<file path="src/rtl/ecc_fix_pkg.sv">
package ecc_fix_pkg;
  typedef enum logic [2:0] {
    ST_CLEAN    = 3'd0,
    ST_FIXED    = 3'd1,
    ST_CODE_BAD = 3'd2,
    ST_ERASED   = 3'd3,
    ST_UNCORR   = 3'd4
  } ecc_status_e;
endpackage

</file>
<file path="src/rtl/ecc_code_unpack.sv">
module ecc_code_unpack #(
  parameter int HALF_W = 12
) (
  input  logic [2*HALF_W-1:0] code_i,
  output logic [HALF_W-1:0]   lo_o,
  output logic [HALF_W-1:0]   hi_o
);
  localparam int NIB_W = HALF_W - 8;

  // byte2 nibbles extend the two 8-bit parity bytes to full halves
  assign lo_o = {code_i[16 +: NIB_W], code_i[7:0]};
  assign hi_o = {code_i[16+NIB_W +: NIB_W], code_i[15:8]};
endmodule

</file>
<file path="src/rtl/ecc_popcount.sv">
module ecc_popcount #(
  parameter int W     = 24,
  parameter int CNT_W = $clog2(W + 1)
) (
  input  logic [W-1:0]     vec_i,
  output logic [CNT_W-1:0] cnt_o
);
  always_comb begin
    cnt_o = '0;
    for (int i = 0; i < W; i++) cnt_o = cnt_o + CNT_W'(vec_i[i]);
  end
endmodule

</file>
<file path="src/rtl/ecc_classify.sv">
module ecc_classify
  import ecc_fix_pkg::*;
#(
  parameter int HALF_W = 12,
  parameter int BIT_W  = 3,
  parameter int CNT_W  = 5
) (
  input  logic [HALF_W-1:0]       syn_hi_i,
  input  logic [CNT_W-1:0]        cnt_i,
  input  logic                    erased_i,
  output ecc_status_e             status_o,
  output logic [HALF_W-BIT_W-1:0] offs_o,
  output logic [(1<<BIT_W)-1:0]   mask_o
);
  localparam int MASK_W = 1 << BIT_W;

  logic [MASK_W-1:0] dec;
  logic              fix;

  for (genvar g = 0; g < MASK_W; g++) begin : g_dec
    assign dec[g] = (syn_hi_i[BIT_W-1:0] == BIT_W'(g));
  end

  always_comb begin
    fix = 1'b0;
    if (cnt_i == '0)                   status_o = ST_CLEAN;
    else if (cnt_i == CNT_W'(HALF_W)) begin
      status_o = ST_FIXED;
      fix      = 1'b1;
    end
    else if (cnt_i == CNT_W'(1))       status_o = ST_CODE_BAD;
    else if (erased_i)                 status_o = ST_ERASED;
    else                               status_o = ST_UNCORR;
  end

  assign offs_o = fix ? syn_hi_i[HALF_W-1:BIT_W] : '0;
  assign mask_o = fix ? dec : '0;
endmodule

</file>
<file path="src/rtl/ecc_hamming_fix.sv">
module ecc_hamming_fix
  import ecc_fix_pkg::*;
#(
  parameter int HALF_W = 12,
  parameter int BIT_W  = 3
) (
  input  logic                    clk_i,
  input  logic                    rst_ni,
  input  logic                    start_i,
  input  logic [2*HALF_W-1:0]     stored_i,
  input  logic [2*HALF_W-1:0]     calc_i,
  output logic                    done_o,
  output logic [2:0]              status_o,
  output logic [HALF_W-BIT_W-1:0] byte_offs_o,
  output logic [(1<<BIT_W)-1:0]   bit_mask_o
);
  localparam int CODE_W = 2 * HALF_W;
  localparam int OFFS_W = HALF_W - BIT_W;
  localparam int MASK_W = 1 << BIT_W;
  localparam int CNT_W  = $clog2(CODE_W + 1);

  logic [HALF_W-1:0] st_lo, st_hi, ca_lo, ca_hi;

  ecc_code_unpack #(.HALF_W(HALF_W)) u_unpack_st (
    .code_i(stored_i), .lo_o(st_lo), .hi_o(st_hi));
  ecc_code_unpack #(.HALF_W(HALF_W)) u_unpack_ca (
    .code_i(calc_i), .lo_o(ca_lo), .hi_o(ca_hi));

  // stage 1: syndrome and erased-page flag
  logic              v1_q, er1_q;
  logic [HALF_W-1:0] hi1_q, lo1_q;

  always_ff @(posedge clk_i or negedge rst_ni) begin
    if (!rst_ni) begin
      v1_q  <= 1'b0;
      er1_q <= 1'b0;
      hi1_q <= '0;
      lo1_q <= '0;
    end else begin
      v1_q <= start_i;
      if (start_i) begin
        hi1_q <= st_hi ^ ca_hi;
        lo1_q <= st_lo ^ ca_lo;
        er1_q <= (&{st_hi, st_lo}) && ({ca_hi, ca_lo} == '0);
      end
    end
  end

  // stage 2: population count
  logic [CNT_W-1:0]  cnt_d, cnt2_q;
  logic              v2_q, er2_q;
  logic [HALF_W-1:0] hi2_q;

  ecc_popcount #(.W(CODE_W), .CNT_W(CNT_W)) u_pop (
    .vec_i({hi1_q, lo1_q}), .cnt_o(cnt_d));

  always_ff @(posedge clk_i or negedge rst_ni) begin
    if (!rst_ni) begin
      v2_q   <= 1'b0;
      er2_q  <= 1'b0;
      hi2_q  <= '0;
      cnt2_q <= '0;
    end else begin
      v2_q <= v1_q;
      if (v1_q) begin
        er2_q  <= er1_q;
        hi2_q  <= hi1_q;
        cnt2_q <= cnt_d;
      end
    end
  end

  // stage 3: verdict
  ecc_status_e       st_d;
  logic [OFFS_W-1:0] offs_d;
  logic [MASK_W-1:0] mask_d;

  ecc_classify #(.HALF_W(HALF_W), .BIT_W(BIT_W), .CNT_W(CNT_W)) u_cls (
    .syn_hi_i(hi2_q), .cnt_i(cnt2_q), .erased_i(er2_q),
    .status_o(st_d), .offs_o(offs_d), .mask_o(mask_d));

  always_ff @(posedge clk_i or negedge rst_ni) begin
    if (!rst_ni) begin
      done_o      <= 1'b0;
      status_o    <= '0;
      byte_offs_o <= '0;
      bit_mask_o  <= '0;
    end else begin
      done_o <= v2_q;
      if (v2_q) begin
        status_o    <= st_d;
        byte_offs_o <= offs_d;
        bit_mask_o  <= mask_d;
      end
    end
  end
endmodule

</file>
<file path="config.mk">
export PLATFORM = sky130hd
export DESIGN_NAME = ecc_hamming_fix
export DESIGN_NICKNAME = d
export VERILOG_FILES = /design/src/rtl/ecc_fix_pkg.sv /design/src/rtl/ecc_code_unpack.sv /design/src/rtl/ecc_popcount.sv /design/src/rtl/ecc_classify.sv /design/src/rtl/ecc_hamming_fix.sv
export SDC_FILE = /design/constraint.sdc
export NUM_CORES = 1
export LEC_CHECK = 0
export CORE_UTILIZATION = 47
export CTS_CLUSTER_SIZE = 40
export DETAILED_ROUTE_END_ITERATION = 8
export DONT_BUFFER_PORTS = 1
export MAX_ROUTING_LAYER = met4
export SYNTH_ARGS = -nofsm -noshare
export SYNTH_HDL_FRONTEND = slang
export SYNTH_HIERARCHICAL = 1
export SYNTH_SLANG_ARGS = --single-unit
</file>
<file path="constraint.sdc">
create_clock -name clk_i -period 5.2 [get_ports clk_i]
set_clock_uncertainty 0.15 [all_clocks]
set_input_delay 0.26 -clock clk_i [delete_from_list [all_inputs] [get_ports clk_i]]
set_output_delay 0.26 -clock clk_i [all_outputs]
set_load 0.05 [all_outputs]
</file>
---- Yosys cells after proc, flatten, opt, wreduce, memory -nomap -nowiden ----
Cells that the tools add are included.
operators by class
  reduce and logical (&&, ||, !) cells .... 5
  add/sub/neg operators ................... 23
  equality and inequality tests ........... 9
  bitwise logic cells ..................... 2
  multiplexer cells ....................... 8
operators with widths
  kind                count
  $add 5x1->5         22
  $logic_not 24->1    1
  $reduce_and 24->1   1
  $xor 12x12->12      2
  $eq 3x3->1 const B  4
  $mux 3              4
  $mux 9              1
  $mux 8              1
  $eq 3x2->1 const B  2
  $eq 5x1->1 const B  1
  $eq 5x4->1 const B  1
  $logic_not 5->1     1
  $eq 3x1->1 const B  1
  $logic_not 3->1     1
  $add 1x1->2         1
  $mux 1              2
  $logic_and 1x1->1   1
storage, ports and cells
  output and inout bits ................... 21
  flip-flop bits (word level) ............. 66
  word-level logic and storage cells ...... 59
  bits of input ports ..................... 51

---- Longest topological paths before layout ----
  depth in word-level cells ............... 23
  mapped depth ............................ 14

---- Hierarchy ----
Netlist, hierarchy kept.
by module, submodules not included
  module           times used  sequential area each (µm²)  cells an instance  area an instance (µm²)
  ecc_hamming_fix  1           1651.6                      204                2692.6
  ecc_popcount     1           0.0                         61                 593.1
  ecc_code_unpack  2           0.0                         24                 180.2
  ecc_classify     1           0.0                         37                 234.0

---- Worst setup path after synthesis ----
Ideal clock, no wire load.
  kind .................................... flip-flop to flip-flop
  start ................................... reg lo1_q[2]
  end ..................................... reg cnt2_q[4]
  stages on the path, launching flop included .. 13
  required time ........................... 4.925 ns
  slack ................................... 0.684 ns
  arrival time ............................ 4.241 ns
  period minus slack after synthesis ...... 4.516 ns
  library setup time ...................... 0.125 ns
  cell sequence ........................... dfrtp_1 > inv_1 > fa_1 > fa_1 > fa_1 > fa_1 > fa_1 > inv_1 > fa_1 > fa_1 > a21o_1 > a21o_1 > mux2_2
between the ends
  longest elaborated chain between the ends .. 22
ends and longest elaborated chain
  item                        RTL line               text
  start, declared             ecc_hamming_fix.sv:31  logic [HALF_W-1:0] hi1_q, lo1_q;
  start signal, assigned      ecc_hamming_fix.sv:43  lo1_q <= st_lo ^ ca_lo;
  $add 5x1->5 (22 in series)  ecc_popcount.sv:10     for (int i = 0; i < W; i++) cnt_o = cnt_o + CNT_W'(vec_i[i]);
  via cnt_d[4]                ecc_hamming_fix.sv:50  logic [CNT_W-1:0] cnt_d, cnt2_q;
  end signal, assigned        ecc_hamming_fix.sv:68  cnt2_q <= cnt_d;
  end, declared               ecc_hamming_fix.sv:50
The timed path passes the listed nets, and every way through them passes these cells.
A chain may end at the register's enable or synchronous reset.

---- Final worst setup path ----
Ends and elaborated chain as after synthesis.

==> flow_metrics.tcl <==
set metrics [dict create \
    port_buffers 0 \
    grt_pass1_wl_um 11000 \
    max_slew.worst_pin.slew_ns 0.801 \
    cts_tree "yes" \
    die_w_um 92.9 \
    relSlewSlack_pct 46.6 \
    grt_overflow 0 \
    cts_resized 0 \
    start_util_pct 49.4 \
    setup.worst_path.start "lo1_q[2]" \
    hold_start "calc_i[7]" \
    r2r_slack_ns 0.56 \
    cts_root_buf "clkbuf_8" \
    seqCellArea_um2 1650 \
    num_io_pins 72 \
    ys_seq_area_share_pct 42.6 \
    vias 2300 \
    synth.avg_cell_area_um2 11.1 \
    synth_commonest_cells "66 x dfrtp_1, 48 x buf_4, 38 x mux2_2" \
    maxCapViolCount 0 \
    place_inst 393 \
    numCtsBuffers 9 \
    critPathKind "reg -> reg" \
    holdWs_ns 0.0104 \
    min_period_over_period_pct 89.3 \
    p_leak_nw 1.95 \
    rows 32 \
    antenna_found_initial 0 \
    synth_cells 350 \
    synth.area.top_cells "dfrtp_1 43%, mux2_2 11%, buf_4 9.3%" \
    hold_viol 0 \
    worstSetupStartpointType "flop" \
    yosys.area.top_type "dfrtp_1" \
    vias_per_cell 5.01 \
    clock_sinks 66 \
    dieArea_um2 8620 \
    power_density_nw_per_um2 539 \
    place_congestion 0.728 \
    yosys_register_bits 66 \
    htreeDepth 3 \
    dp_hpwl_um 4510 \
    grt_setup_unrepaired "no" \
    layout-drive-gt1-share_pct 19.0 \
    peakVddDrop_v 0.000360 \
    clkTransAtPathRegs_ns 0.07 \
    synth_fp_nets 425 \
    multi_input_comb_area_um2 1700 \
    fin_nets 427 \
    fill_cells 671 \
    die_height_um 92.9 \
    first_global_vias 2354 \
    worstPathRequired_ns 5.28 \
    cp_max_fo 2 \
    synthFlopType "dfrtp_1" \
    hp-class "in -> reg" \
    cp.arrival_ns 4.72 \
    post-route-min-period_ns 4.64 \
    synth.most_common_cell "dfrtp_1" \
    synth_edf_count 0 \
    yosys.area.top_type_share_pct 42.6 \
    status "finished, final reports clean" \
    synth_warnings 6 \
    synth_cell_types 37 \
    wl_per_cell_um 14.1 \
    total_power_mw 2.36 \
    drc_errors 0 \
    ys_async_sr_fraction_pct 100 \
    reg2reg_from "lo1_q[2]" \
    syn2layout_area_growth_pct 12.8 \
    stdcell_area_um2 4380 \
    slew_viol_final 0 \
    routed_wirelength_um 6490 \
    drtIter0Drc 45 \
    instances_no_fill 459 \
    postRouteAntennaNets 0 \
    track_usage_pct 17.3 \
    insertion_delay_ns 0.34 \
    grt_max_degree 67 \
    place_area_um2 3600 \
    core_area_um2 7850 \
    first_pass_iters 4 \
    antenna_cells 0 \
    tns_ns 0 \
    fmax_mhz 215 \
    final-setup-viol-count 0 \
    clk_path_buf_depth 2 \
    synth_area_um2 3880 \
    cp-end-kind "flop" \
]
## registers in the layout (all words and copies together) (netlist names)
name / count
v1_q: 1
done_o: 1
er2_q: 1
er1_q: 1
byte_offs_o: 9
cnt2_q: 5
status_o: 3
lo1_q: 12
bit_mask_o: 8
hi2_q: 12
v2_q: 1
hi1_q: 12
## worst paths after layout
path,endpoint,depth (start not counted)
worst min-delay path,lo1_q[7],2
worst max register to register,cnt2_q[4],12
max in group asynchronous,lo1_q[3],2
min in group asynchronous,bit_mask_o[4],2
worst max-delay path,cnt2_q[4],12
worst min register to register,hi2_q[11],1
## where the power goes
group          switching, mW  internal, mW  total, mW
clock                  0.198         0.332      0.530
combinational          0.511         0.565       1.08
sequential             0.151         0.601      0.752
total                  0.859          1.50       2.36
## through the flow
stage / util [%] / setup slack [ns]
floorplan: - / 0.684
global placement: 45.8 / 0.605
detailed placement: 45.8 / 0.576
CTS: 55.8 / 0.545
global route: 55.8 / 0.394
finish: 55.8 / 0.559
## cell families after synthesis
kind of cell               synth area share (%)
and+or+nand+nor                            10.8
xor gates and xnor gates                   6.09
adders and majority gates                  11.0
AOI/OAI and AO/OA                          4.80
muxes                                      11.0
buffers and inverters                      13.7
DFF                                        42.6
## metal layers
metal	GRT usage, %	vias to the layer above	part of all wire, %
met2	27.5	54	49
met1	20.6	1124	45
met5	-	-	0
met4	5.77	0	1.3
met3	5.83	6	4.8
li1	-	1116	-
## placed cells by master (no fill, tap or decap), types with 2 or more instances in the layout
cell type	instances
mux2_2	38
nor4b_1	2
fa_1	17
dlygate4sd3_1	48
xnor2_1	26
and3_1	2
inv_1	32
bufinv_16	3
clkbuf_8	10
nor4bb_1	9
o21ai_0	2
nor2_1	29
a21oi_1	26
nand2_1	2
nand2b_1	2
dfrtp_1	66
nand4_1	3
a21o_1	3
clkinvlp_4	2
ha_1	7
and3_2	7
nor3_1	4
## cell type report
cell class	instances	area share [%]
clock buffers	10	3.15
inverters	32	2.75
repair buffers	50	12.1
clock inverters	6	2.60
multi-input cells	193	38.8
flip-flops and latches	66	37.7
well taps	102	2.92
## what timing repair did
action	CTS	global route
hold endpoints to repair	92	0
buffers inserted	0	0
hold buffers	50	0
## worst max-delay path: stages (launching register included)
cell	delay (ns)
dfrtp_1	0.34
inv_1	0.06
fa_1	0.52
fa_1	0.59
fa_1	0.44
fa_1	0.50
fa_1	0.49
inv_1	0.05
fa_1	0.39
fa_1	0.41
a21o_1	0.19
a21o_1	0.16
mux2_2	0.25
(Power assumes the default switching activity.)
